[src/rtl/ser_svc_pkg.sv]
package ser_svc_pkg;
  localparam int NSRC  = 4;
  // source / status bit positions (also interrupt enable positions)
  localparam int ST_TX = 0;
  localparam int ST_RX = 1;
  localparam int ST_TO = 2;
  localparam int ST_OV = 3;
  // control register
  localparam int CTL_W     = 6;
  localparam int CTL_TX_DE = 4;
  localparam int CTL_RX_DE = 5;
  // test register bit positions
  localparam int TST_TX = 5;
  localparam int TST_RX = 6;
  localparam int TST_OV = 7;
  // register word addresses
  localparam int A_CTRL = 0;
  localparam int A_TOUT = 1;
  localparam int A_TEST = 2;
  localparam int A_STAT = 3;

  function automatic logic [NSRC-1:0] test_to_src(input logic [7:0] b);
    logic [NSRC-1:0] v;
    v        = '0;
    v[ST_TX] = b[TST_TX];
    v[ST_RX] = b[TST_RX];
    v[ST_OV] = b[TST_OV];
    return v;
  endfunction
endpackage

[src/rtl/ser_svc_regs.sv]
module ser_svc_regs
  import ser_svc_pkg::*;
#(
  parameter int DATA_W = 32,
  parameter int ADDR_W = 2,
  parameter int TOUT_W = 24
) (
  input  logic              clk,
  input  logic              rst_n,
  input  logic              reg_we,
  input  logic [ADDR_W-1:0] reg_addr,
  input  logic [DATA_W-1:0] reg_wdata,
  output logic [DATA_W-1:0] reg_rdata,
  input  logic              rx_ovr_i,
  input  logic [NSRC-1:0]   stat_eff,
  output logic [CTL_W-1:0]  ctrl_o,
  output logic [TOUT_W-1:0] tout_o,
  output logic              tout_wr_o,
  output logic [NSRC-1:0]   frc_o,
  output logic              ov_real_o,
  output logic              to_clr_o
);
  logic wr_ctrl, wr_test, wr_stat, clr_ov;
  logic [CTL_W-1:0]  ctrl_q;
  logic [TOUT_W-1:0] tout_q;
  logic [NSRC-1:0]   frc_q;
  logic              ov_q;

  assign wr_ctrl   = reg_we && (reg_addr == ADDR_W'(A_CTRL));
  assign tout_wr_o = reg_we && (reg_addr == ADDR_W'(A_TOUT));
  assign wr_test   = reg_we && (reg_addr == ADDR_W'(A_TEST));
  assign wr_stat   = reg_we && (reg_addr == ADDR_W'(A_STAT));
  assign clr_ov    = wr_stat && reg_wdata[ST_OV];
  assign to_clr_o  = wr_stat && reg_wdata[ST_TO];

  always_ff @(posedge clk or negedge rst_n) begin
    if (!rst_n) begin
      ctrl_q <= '0;
      tout_q <= '0;
      frc_q  <= '0;
      ov_q   <= 1'b0;
    end else begin
      if (wr_ctrl)   ctrl_q <= reg_wdata[CTL_W-1:0];
      if (tout_wr_o) tout_q <= reg_wdata[TOUT_W-1:0];
      if (wr_test)   frc_q  <= test_to_src(reg_wdata[7:0]);
      ov_q <= (ov_q & ~clr_ov) | rx_ovr_i;
    end
  end

  always_comb begin
    reg_rdata = '0;
    if (reg_addr == ADDR_W'(A_CTRL)) begin
      reg_rdata = DATA_W'(ctrl_q);
    end else if (reg_addr == ADDR_W'(A_TOUT)) begin
      reg_rdata = DATA_W'(tout_q);
    end else if (reg_addr == ADDR_W'(A_TEST)) begin
      reg_rdata[TST_TX] = frc_q[ST_TX];
      reg_rdata[TST_RX] = frc_q[ST_RX];
      reg_rdata[TST_OV] = frc_q[ST_OV];
    end else if (reg_addr == ADDR_W'(A_STAT)) begin
      reg_rdata = DATA_W'(stat_eff);
    end
  end

  assign ctrl_o    = ctrl_q;
  assign tout_o    = tout_q;
  assign frc_o     = frc_q;
  assign ov_real_o = ov_q;
endmodule

[src/rtl/ser_svc_timer.sv]
module ser_svc_timer #(
  parameter int TOUT_W = 24
) (
  input  logic              clk,
  input  logic              rst_n,
  input  logic [TOUT_W-1:0] tout_val,
  input  logic              tout_wr,
  input  logic              rx_act,
  input  logic              rx_nempty,
  input  logic              flag_clr,
  output logic [TOUT_W-1:0] cnt_o,
  output logic              flag_o
);
  logic [TOUT_W-1:0] cnt_q;
  logic              flag_q;
  logic              restart, advance, hit;

  assign restart = rx_act || tout_wr || (tout_val == '0);
  assign advance = rx_nempty && !flag_q;
  assign hit     = (cnt_q == tout_val - 1'b1);

  always_ff @(posedge clk or negedge rst_n) begin
    if (!rst_n) begin
      cnt_q  <= '0;
      flag_q <= 1'b0;
    end else begin
      if (flag_clr) flag_q <= 1'b0;
      if (restart) begin
        cnt_q <= '0;
      end else if (advance) begin
        if (hit) begin
          cnt_q  <= '0;
          flag_q <= 1'b1;
        end else begin
          cnt_q <= cnt_q + 1'b1;
        end
      end
    end
  end

  assign cnt_o  = cnt_q;
  assign flag_o = flag_q;
endmodule

[src/rtl/ser_svc_merge.sv]
module ser_svc_merge
  import ser_svc_pkg::*;
(
  input  logic [NSRC-1:0]  real_i,
  input  logic [NSRC-1:0]  frc_i,
  input  logic [CTL_W-1:0] ctrl_i,
  output logic [NSRC-1:0]  stat_eff_o,
  output logic             irq_o,
  output logic             nmi_o,
  output logic             tx_dreq_o,
  output logic             rx_dreq_o
);
  logic [NSRC-1:0] masked;

  for (genvar i = 0; i < NSRC; i++) begin : g_src
    assign stat_eff_o[i] = real_i[i] | frc_i[i];
    assign masked[i]     = stat_eff_o[i] & ctrl_i[i];
  end

  assign irq_o     = |masked;
  assign nmi_o     = frc_i[ST_OV];
  assign tx_dreq_o = ctrl_i[CTL_TX_DE] & stat_eff_o[ST_TX];
  assign rx_dreq_o = ctrl_i[CTL_RX_DE] & stat_eff_o[ST_RX];
endmodule

[src/rtl/ser_svcreq_top.sv]
module ser_svcreq_top
  import ser_svc_pkg::*;
#(
  parameter int DATA_W = 32,
  parameter int ADDR_W = 2,
  parameter int TOUT_W = 24
) (
  input  logic              clk,
  input  logic              rst_n,
  input  logic              reg_we,
  input  logic [ADDR_W-1:0] reg_addr,
  input  logic [DATA_W-1:0] reg_wdata,
  output logic [DATA_W-1:0] reg_rdata,
  input  logic              tx_svc_i,
  input  logic              rx_svc_i,
  input  logic              rx_ovr_i,
  input  logic              rx_act_i,
  input  logic              rx_nempty_i,
  output logic              irq_o,
  output logic              nmi_o,
  output logic              tx_dreq_o,
  output logic              rx_dreq_o
);
  logic [CTL_W-1:0]  ctrl;
  logic [TOUT_W-1:0] tout_val;
  logic [TOUT_W-1:0] tout_cnt;
  logic              tout_wr, tout_flag, to_clr, ov_real;
  logic [NSRC-1:0]   frc, real_src, stat_eff;

  ser_svc_regs #(.DATA_W(DATA_W), .ADDR_W(ADDR_W), .TOUT_W(TOUT_W)) u_regs (
    .clk(clk), .rst_n(rst_n), .reg_we(reg_we), .reg_addr(reg_addr),
    .reg_wdata(reg_wdata), .reg_rdata(reg_rdata), .rx_ovr_i(rx_ovr_i),
    .stat_eff(stat_eff), .ctrl_o(ctrl), .tout_o(tout_val),
    .tout_wr_o(tout_wr), .frc_o(frc), .ov_real_o(ov_real), .to_clr_o(to_clr)
  );

  ser_svc_timer #(.TOUT_W(TOUT_W)) u_timer (
    .clk(clk), .rst_n(rst_n), .tout_val(tout_val), .tout_wr(tout_wr),
    .rx_act(rx_act_i), .rx_nempty(rx_nempty_i), .flag_clr(to_clr),
    .cnt_o(tout_cnt), .flag_o(tout_flag)
  );

  always_comb begin
    real_src        = '0;
    real_src[ST_TX] = tx_svc_i;
    real_src[ST_RX] = rx_svc_i;
    real_src[ST_TO] = tout_flag;
    real_src[ST_OV] = ov_real;
  end

  ser_svc_merge u_merge (
    .real_i(real_src), .frc_i(frc), .ctrl_i(ctrl), .stat_eff_o(stat_eff),
    .irq_o(irq_o), .nmi_o(nmi_o), .tx_dreq_o(tx_dreq_o), .rx_dreq_o(rx_dreq_o)
  );
endmodule

[config.mk]
export PLATFORM = sky130hd
export DESIGN_NAME = ser_svcreq_top
export DESIGN_NICKNAME = d
export VERILOG_FILES = /design/src/rtl/ser_svc_pkg.sv /design/src/rtl/ser_svc_regs.sv /design/src/rtl/ser_svc_timer.sv /design/src/rtl/ser_svc_merge.sv /design/src/rtl/ser_svcreq_top.sv
export SDC_FILE = /design/constraint.sdc
export NUM_CORES = 1
export LEC_CHECK = 0
export BUFFER_PORTS_ARGS = -buffer_cell sky130_fd_sc_hd__buf_4
export CORE_MARGIN = 2
export CORE_UTILIZATION = 52
export CTS_CLUSTER_SIZE = 14
export DETAILED_ROUTE_END_ITERATION = 10
export GPL_TIMING_DRIVEN = 0
export PLACE_DENSITY = 0.78
export SLEW_MARGIN = 20
export SYNTH_ARGS = -nofsm -noshare
export SYNTH_HDL_FRONTEND = slang
export SYNTH_HIERARCHICAL = 1
export SYNTH_SLANG_ARGS = --single-unit
[constraint.sdc]
create_clock -name clk -period 3.55 [get_ports clk]
set_input_delay 0.71 -clock clk [delete_from_list [all_inputs] [get_ports clk]]
set_output_delay 0.71 -clock clk [all_outputs]
set_load 0.02 [all_outputs]
==> results.yml, run 1 <==
status:
  status: "complete, no violations"
floorplan:
  coreArea_um2: 7730
  ioPinCount: 78
  dieArea_um2: 8670
  initial_utilization: 0.534
  die_w_um: 93.1
  rows: 32
  die_y_um: 93.1
yosys:
  synthesis.area_um2: 4130
  ys_seq_area_frac: 0.357
  synth-seq-cells: 59
  synthFlopType: "dfrtp_1"
  async_flop_share: 1.00
  syn_inst: 429
  avgSynthCellArea_um2: 9.63
  synth_edf_count: 0
  synth_cell_types: 70
  yosys_warnings: 6
power_and_ir_drop:
  power_density_nw_per_um2: 415
  comb_power_share: 0.278
  seqPwrFrac: 0.420
  vdd_drop_max_mv: 0.255
  power_frac_clock: 0.302
  switching_share: 0.311
  switching_power_uw: 642
  intPower_mw: 1.42
  leakage_nw: 2.17
detailed_routing:
  drcViolationCount: 0
  wl_per_cell_um: 17.1
  drt-total-wl_um: 10600
  drtAntennaViolNets: 0
  drtIter0Drc: 250
  vias_per_cell: 5.98
  firstDrtPassIters: 5
  vias: 3690
global_routing:
  busiest_layer: "met2"
  grt_pass1_wl_um: 17600
  grt_pass1_vias: 3612
  grt_max_degree: 60
  met2_usage: 0.421
  gr-usage-met3: 0.0330
  grt_usage: 0.255
  use_met1: 0.344
  grt-ovfl-total: 0
  antenna_found_initial: 0
sta:
  worst_pin_slew_ns: 0.740
  finalClockSkew_ns: 0.00556
  relSlewSlack: 0.507
  hold_violations: 0
  finalMaxSlewViolations: 0
  finalSetupViolations: 0
  min_period_over_period: 0.949
  finalCriticalPeriod_ns: 3.37
  max_freq_mhz: 297
clock_network:
  cts_htree_levels: 3
  root_buffer: "clkbuf_8"
  clock_latency_ns: 0.33
  tritoncts: "yes"
  clk_pin_slew_worst_paths_ns: 0.07
  cts_buffers: 9
  cts_hold_buf: 0
  cts_sinks: 59
  cts_buffer_depth: 2
layout:
  antennaDiodeCount: 0
  utilization: 0.644
  multi_input_area_um2: 2440
  area_growth_pct: 20.4
  final_nets: 554
  stdcell_count: 617
  nFillCells: 627
  regArea_um2: 1480
  layout-drive-gt1-share: 0.305
worst_setup_path:
  critPathRequiredTime_ns: 3.76
  arrival_ns: 3.58
  slowest_delay_ns: 0.55
  cp_cell_sequence: "inv_1, ha_1, or3b_4, or4_1, nor4_1, o22ai_1, nor4_1, nand4_1, buf_4, nand2_1, buf_4, o211ai_1"
  r2r_slack_ns: 0.18
  cp_max_fo: 10
  end_kind: "flip-flop"
  slowest_stage: "or4_1"
  cp-start-kind: "flip-flop"
  critical_path_class: "flip-flop to flip-flop"
placed_design:
  dp_hpwl_um: 7730
  port_buffers: 61
  dp.cells: 600
  gp_congestion: 0.839
hold_path:
  min_path_type: "primary input to asynchronous set/reset pin"
flow_run:
  drv_cap: 0
## synthesized netlist by cell type (all sizes together) (2+ instances only)
cell type	number	area share
o21ai	16	0.019
o31a	2	0.0042
mux2i	7	0.017
or2	8	0.013
o22ai	6	0.0091
o211ai	6	0.011
nand3	24	0.029
nor2	13	0.012
buf	22	0.037
and3	2	0.0030
clkbuf	11	0.010
dfrtp	59	0.36
nor4	9	0.020
a32oi	3	0.0064
and2	21	0.033
nor3b	4	0.010
nand2b	3	0.0045
ha	2	0.0061
a21oi	3	0.0036
a22o	6	0.013
o311ai	5	0.011
inv	16	0.015
nor3	10	0.013
nand2	33	0.030
mux2	38	0.12
nand3b	3	0.0085
nand4b	2	0.0042
or4	6	0.013
or3b	2	0.0042
xnor2	16	0.034
xor2	9	0.019
nand4	20	0.030
or3	7	0.011
a31oi	9	0.014
nor2b	7	0.011
## worst max-delay path, delay by kind of cell (launching register included)
| family | cells | cell delay [ns] |
|---|---|---|
| buffers and inverters | 3 | 0.49 |
| DFF | 1 | 0.46 |
| adders and majority gates | 1 | 0.21 |
| AOI/OAI and AO/OA | 2 | 0.25 |
| and+or+nand+nor | 6 | 1.82 |
## registers in the layout, summed over array words and instances (netlist names)
| register | flops |
|---|---|
| u_regs/tout_o | 24 |
| u_regs/frc_o | 3 |
| u_timer/flag_o | 1 |
| u_timer/cnt_o | 24 |
| u_regs/ctrl_o | 6 |
| u_regs/ov_real_o | 1 |
## area by class of cell
type                            count  share of cell area
Multi-Input combinational cell    329               0.490
Sequential cell                    59               0.297
Timing Repair Buffer               62              0.0936
Clock buffer                       16              0.0423
Buffer                             33              0.0392
Tap cell                          102              0.0257
Inverter                           16              0.0121
## layer usage
layer | vias up | share of wire
li1 | 1721 | -
met1 | 1789 | 0.44
met2 | 162 | 0.49
met3 | 18 | 0.060
met4 | 0 | 0.017
met5 | - | 0
## power by group through the flow
| stage | clock (mW) | sequential (mW) | combinational, mW |
|---|---|---|---|
| finish | 0.623 | 0.866 | 0.573 |
| CTS | 0.632 | 0.865 | 0.570 |
| detailed placement | 0 | 0.877 | 0.566 |
| global placement | 0 | 0.871 | 0.552 |
| global route | 0.659 | 0.884 | 0.619 |
| floorplan | 0 | 0.839 | 0.409 |
## worst paths after layout
path                       cells after the start                end              from
max                                           12  u_timer/cnt_o[12]  u_regs/tout_o[0]
min                                            1   u_timer/cnt_o[2]             rst_n
max reg2reg                                   12  u_timer/cnt_o[12]  u_regs/tout_o[0]
min reg2reg                                    1   u_regs/ov_real_o  u_regs/ov_real_o
max in group asynchronous                      1  u_regs/tout_o[19]             rst_n
min in group clk                               1   u_regs/ov_real_o  u_regs/ov_real_o
## cell usage in the layout, fill, tap and decap left out, types with 15 or more instances in the layout
master    instances
and2_1           19
buf_4            74
clkbuf_8         15
dfrtp_1          59
inv_1            16
mux2_2           18
mux2_4           19
nand2_1          33
nand3_1          24
nand4_1          20
xnor2_1          16
## logic make-up after synthesis
logic type,synth area share
AOI/OAI and AO/OA,0.124
xor gates and xnor gates,0.0585
adders and majority gates,0.00606
buffers and inverters,0.0612
DFF,0.357
muxes,0.138
other,0.000908
and+or+nand+nor,0.254
## through the flow
step | setup TNS, ns | hold WS, ns | power [mW] | worst slack [ns] | instance area, um^2
3_5_place_dp | 0 | 0.493 | 1.44 | 0.134 | 4750
6_report | 0 | 0.446 | 2.06 | 0.180 | 4970
4_1_cts | 0 | 0.474 | 2.07 | 0.123 | 4960
5_1_grt | -0.0152 | 0.515 | 2.16 | -0.0152 | 4970
2_1_floorplan | 0 | 0.414 | 1.25 | 0.623 | 4160
3_3_place_gp | 0 | 0.476 | 1.42 | 0.218 | 4750
## timing repair
item / in CTS / in global routing
resized for setup: 0 / 3
endpoints found under the setup margin: 0 / 22
setup buffers: 0 / 1
(Power assumes the default switching activity.)
==> inputs of run 2 (changes only) <==
Settings changed: ABC_AREA set to 1, PLACE_DENSITY 0.78 to 0.77.
==> run 2 against run 1 <==
  * Sequential power fell by 3.6%
  * Non-clock buffer count is 8 lower
  * Synthesized cell count is 68% higher
  * Die area grew 10%
  * Synthesized area up 11%
  * Fmax increased by 39%
  * Critical path depth fell by 2
  * Design area is 8.4% higher
  * Sequential cell count stayed put
  * Combinational power up 4.7%
  * Global-route usage shrank 0.49 points
  * Register-to-register slack better by 0.95 ns
  * Critical endpoint is now u_timer/cnt_o[3]
  * Largest cell class unchanged
==> results.yml, run 2 <==
status:
  status: "complete, no violations"
yosys:
  ys_seq_area_frac: 0.323
  synth_top_area_share: 0.323
  synthesis.area_um2: 4560
  synth-seq-cells: 59
  synth_top_cell_by_area: "dfrtp_1"
  async_flop_share: 1.00
  synth_commonest_cells: "280 x nand2_1, 98 x nor2_1, 82 x inv_1, 59 x dfrtp_1, 44 x nand3_1"
  yosys-top-cells-area: "dfrtp_1 32%, nand2_1 23%, nor2_1 8.1%"
  post-synth-top-count-cell: "nand2_1"
  yosys_warnings: 6
  syn_inst: 722
  synth_edf_count: 0
  avgSynthCellArea_um2: 6.32
  synthFlopType: "dfrtp_1"
  synth_cell_types: 39
global_routing:
  grt_pass1_wl_um: 19500
  grt_max_degree: 60
  grt-ovfl-total: 0
  grt_pass1_vias: 4220
  antenna_found_initial: 0
  grt_usage: 0.250
floorplan:
  ioPinCount: 78
  die_y_um: 97.7
  die_w_um: 97.7
  dieArea_um2: 9540
  initial_utilization: 0.529
  rows: 34
  coreArea_um2: 8640
clock_network:
  clk_pin_slew_worst_paths_ns: 0.08
  tritoncts: "yes"
  postCtsSetupRepairBufs: 0
  cts_buffers: 9
  cts_hold_buf: 0
  clock_latency_ns: 0.34
  root_buffer: "clkbuf_8"
  cts_resized: 0
  cts_sinks: 59
  cts_buffer_depth: 2
  cts_htree_levels: 3
sta:
  finalSetupTns_ns: 0
  max_freq_mhz: 412
  finalMaxSlewViolations: 0
  finalClockSkew_ns: 0.00838
  worst_pin_slew_ns: 0.734
  rsz0062_at_grt: "no"
  hold_ws_ns: 0.426
  hold_violations: 0
  relSlewSlack: 0.511
  finalSetupViolations: 0
  finalCriticalPeriod_ns: 2.42
  min_period_over_period: 0.683
layout:
  final_nets: 844
  layout_common_cells: "280 x nand2_1, 98 x nor2_1, 82 x inv_1"
  layout-drive-gt1-share: 0.174
  area_growth_pct: 18.1
  stdcell_count: 913
  antennaDiodeCount: 0
  final_common_cell: "nand2_1"
worst_setup_path:
  end_kind: "flip-flop"
  slowest_delay_ns: 0.47
  critical_path_class: "flip-flop to flip-flop"
  critPathMostFrequentCell: "nand2_1"
  cp-start-kind: "flip-flop"
  arrival_ns: 2.70
  r2r_slack_ns: 1.13
  critPathRequiredTime_ns: 3.83
  slowest_stage: "clkbuf_1"
  cp_cell_sequence: "inv_1, ha_1, nand2_4, nor2_4, nand4_1, nand2_1, a21oi_1, clkbuf_1, nand2_1, nand2_1"
  cp_max_fo: 10
detailed_routing:
  vias_per_cell: 5.08
  drtIter0Drc: 295
  drt-total-wl_um: 11700
  drtAntennaViolNets: 0
  drcViolationCount: 0
  wl_per_cell_um: 12.8
  firstDrtPassIters: 8
  vias: 4636
placed_design:
  gp_congestion: 0.890
  dp.cells: 897
  port_buffers: 59
  dp_hpwl_um: 9010
power_and_ir_drop:
  finalPower_mw: 2.11
  vdd_drop_max_mv: 0.248
  leakage_nw: 2.83
  power_density_nw_per_um2: 391
hold_path:
  min_path_type: "primary input to asynchronous set/reset pin"
flow_run:
  drv_cap: 0
-- run 2: changes by cell type after synthesis, moves of 11 or more --
cell and delta:
a21oi_1 +12, and2_1 -19, inv_1 +66, mux2_2 -18, mux2_4 -19, nand2_1 +247
nand2_2 +11, nand3_1 +20, nand4_1 -13, nor2_1 +85, nor2_2 +15
-- run 2: cell families after synthesis --
kind of cell / synth area share
AND/OR/NAND/NOR: 0.468
buffers and inverters: 0.114
flip-flops: 0.323
AO/OA/AOI/OAI: 0.0359
XOR/XNOR: 0.0518
adder cells (fa/ha/maj): 0.00548
other: 0.000822
-- run 2: area by class of cell --
cell class	instances	area, um^2
plain buffers	28	201
clock buffers	9	124
clock inverters	7	92.6
fillers	817	3250
inverters	85	319
multi-input cells	558	2600
flip-flops and latches	59	1480
well taps	108	135
repair buffers	59	443
-- run 2: metal layers --
metal,track usage,part of all wire
met4,0.0897,0.019
met3,0.0360,0.064
met1,0.340,0.46
met2,0.408,0.46
met5,0,0
-- run 2: worst paths after layout --
| path | from | endpoint | cells past startpoint |
|---|---|---|---|
| setup / recovery | u_regs/tout_o[0] | u_timer/cnt_o[3] | 10 |
| hold / removal | rst_n | u_timer/cnt_o[2] | 1 |
| setup reg to reg | u_regs/tout_o[0] | u_timer/cnt_o[3] | 10 |
| hold reg to reg | u_regs/ov_real_o | u_regs/ov_real_o | 2 |
| max in group asynchronous | rst_n | u_regs/tout_o[16] | 1 |
| min in group clk | u_regs/ov_real_o | u_regs/ov_real_o | 2 |
-- run 2: through the flow --
step	util	area, um^2	setup slack (ns)
floorplan	-	4590	1.36
global placement	0.599	5170	0.918
detailed placement	0.599	5170	0.892
CTS	0.624	5390	1.12
global route	0.624	5390	0.932
finish	0.624	5390	1.13
-- run 2: power breakdown --
part	internal, mW	total [mW]	switching, mW
Combinational	0.234	0.600	0.366
Sequential	0.735	0.835	0.0997
Clock	0.392	0.671	0.279
-- run 2: critical path: cells and delay by family (launching register included) --
kind                       cells  cell delay [ns]
buffers and inverters          2             0.60
DFF                            1             0.41
and+or+nand+nor                6             0.62
adders and majority gates      1             0.31
AOI/OAI and AO/OA              1             0.42
==> inputs of run 3 (changes only) <==
Clock period 3.55 ns to 2.3 ns, I/O delays scaled along.
==> run 3 against run 2 <==
  * Global-route usage grew 0.061 points
  * Largest cell class unchanged
  * Hold slack worse by 0.24 ns
  * First-iteration DRC count increased by 5.4%
  * Via count grew 0.26%
  * Clock skew fell by 0.0012 ns
  * Non-clock buffer count is 2 higher
  * Die area unchanged
  * Critical path type unchanged
  * Design area increased by 1.6%
==> results.yml, run 3 (synthesized netlist as in run 2, its figures left out) <==
sta:
  min_period_over_period: 0.940
  finalCriticalPeriod_ns: 2.16
  max_freq_mhz: 463
  worst_pin_slew_ns: 0.737
  finalSetupViolations: 0
  relSlewSlack: 0.509
  hold_violations: 0
  finalClockSkew_ns: 0.00718
  finalMaxSlewViolations: 0
  hold_ws_ns: 0.182
  finalSetupTns_ns: 0
detailed_routing:
  drtAntennaViolNets: 0
  drtIter0Drc: 311
  vias: 4648
  wl_per_cell_um: 13.0
  firstDrtPassIters: 5
  drcViolationCount: 0
  drt-total-wl_um: 11900
  vias_per_cell: 5.08
floorplan:
  coreArea_um2: 8640
  die_w_um: 97.7
  rows: 34
  dieArea_um2: 9540
  initial_utilization: 0.529
  die_y_um: 97.7
  ioPinCount: 78
power_and_ir_drop:
  vdd_drop_max_mv: 0.384
  finalPower_mw: 3.29
  power_frac_clock: 0.314
  switching_power_mw: 1.17
  intPower_mw: 2.12
  leakage_nw: 2.87
  comb_power_share: 0.293
  switching_share: 0.355
  power_density_nw_per_um2: 601
  seqPwrFrac: 0.393
clock_network:
  cts_sinks: 59
  cts_hold_buf: 0
  clk_pin_slew_worst_paths_ns: 0.08
  cts_htree_levels: 3
  cts_buffer_depth: 2
  tritoncts: "yes"
  root_buffer: "clkbuf_8"
  clock_latency_ns: 0.34
  cts_buffers: 9
placed_design:
  dp_hpwl_um: 9010
  port_buffers: 59
  gp_congestion: 0.890
worst_setup_path:
  arrival_ns: 2.39
  ff2ff_path_depth: 15
  cp-start-kind: "flip-flop"
  end_kind: "flip-flop"
  cp_cell_sequence: "inv_2, buf_4, nand2_2, nor2_2, buf_6, nand2_2, nand3_1, nand2_1, nor2_1, nand2_1, nor2_4, nand3_4, buf_6, nand2_1, nand2_1"
  critPathMostFrequentCell: "nand2_1"
  critical_path_class: "flip-flop to flip-flop"
  critPathRequiredTime_ns: 2.53
  cp_max_fo: 10
  slowest_stage: "dfrtp_2"
  slowest_delay_ns: 0.44
layout:
  layout-drive-gt1-share: 0.191
  area_growth_pct: 19.9
  nFillCells: 808
  final_common_cell: "nand2_1"
  final_nets: 846
  antennaDiodeCount: 0
  layout_common_cells: "280 x nand2_1, 95 x nor2_1, 81 x inv_1"
  multi_input_area_um2: 2660
  regArea_um2: 1480
global_routing:
  grt-ovfl-total: 0
  grt_max_degree: 60
  use_met1: 0.340
  grt_pass1_vias: 4235
  gr-usage-met3: 0.0360
  antenna_found_initial: 0
  grt_pass1_wl_um: 19500
  met2_usage: 0.411
  busiest_layer: "met2"
  grt_usage: 0.251
flow_run:
  drv_cap: 0
hold_path:
  min_path_type: "primary input to asynchronous set/reset pin"
status:
  status: "complete, no violations"
run 3: cell type report:
type | instances | share of cell area
multi-input combinational | 558 | 0.486
sequential | 59 | 0.270
timing repair buffer | 61 | 0.0837
inverter | 85 | 0.0585
buffer | 28 | 0.0370
tap | 108 | 0.0247
clock buffer | 9 | 0.0226
clock inverter | 7 | 0.0169
run 3: per-stage QoR:
step                       util  worst slack, ns  instance area [um^2]  std cells
after floorplan               -            0.268                  4590        730
after global placement    0.599          -0.0821                  5170        897
after detailed placement  0.599           -0.108                  5170        897
after CTS                 0.626           0.0431                  5410        913
after global routing      0.634         -0.00313                  5470        915
final                     0.634            0.138                  5470        915
run 3: critical path, delay by kind of cell (launching register included):
| kind | cells | cell delay, ns |
|---|---|---|
| flip-flops | 1 | 0.44 |
| buffers and inverters | 4 | 0.56 |
| AND/OR/NAND/NOR | 11 | 1.04 |
run 3: final timing paths:
kind                             startpoint                 to  slack [ns]
max in group asynchronous             rst_n   u_regs/tout_o[8]        1.58
min reg2reg                u_regs/ov_real_o   u_regs/ov_real_o        0.49
min                                   rst_n   u_timer/cnt_o[0]        0.18
max                        u_regs/tout_o[0]  u_timer/cnt_o[23]        0.14
min in group clk                   rx_ovr_i   u_regs/ov_real_o        0.30
max reg2reg                u_regs/tout_o[0]  u_timer/cnt_o[23]        0.14
run 3: routing by layer:
metal	vias to the layer above	wire length [um]
li1	2343	-
met1	2098	5310
met2	188	5520
met3	19	815
met4	0	240
met5	-	0
run 3: repair_timing:
item / CTS / global route
hold endpoints to repair: 0 / 0
pin swaps: 0 / 2
buffers inserted: 0 / 2
setup endpoints to repair: 21 / 23
resized for setup: 5 / 14
run 3: power groups by stage:
stage               sequential [mW]  clock [mW]  combinational, mW
floorplan                      1.26           0              0.674
global placement               1.30           0              0.902
detailed placement             1.30           0              0.919
CTS                            1.29        1.05              0.936
global route                   1.31        1.09               1.08
finish                         1.29        1.03              0.964
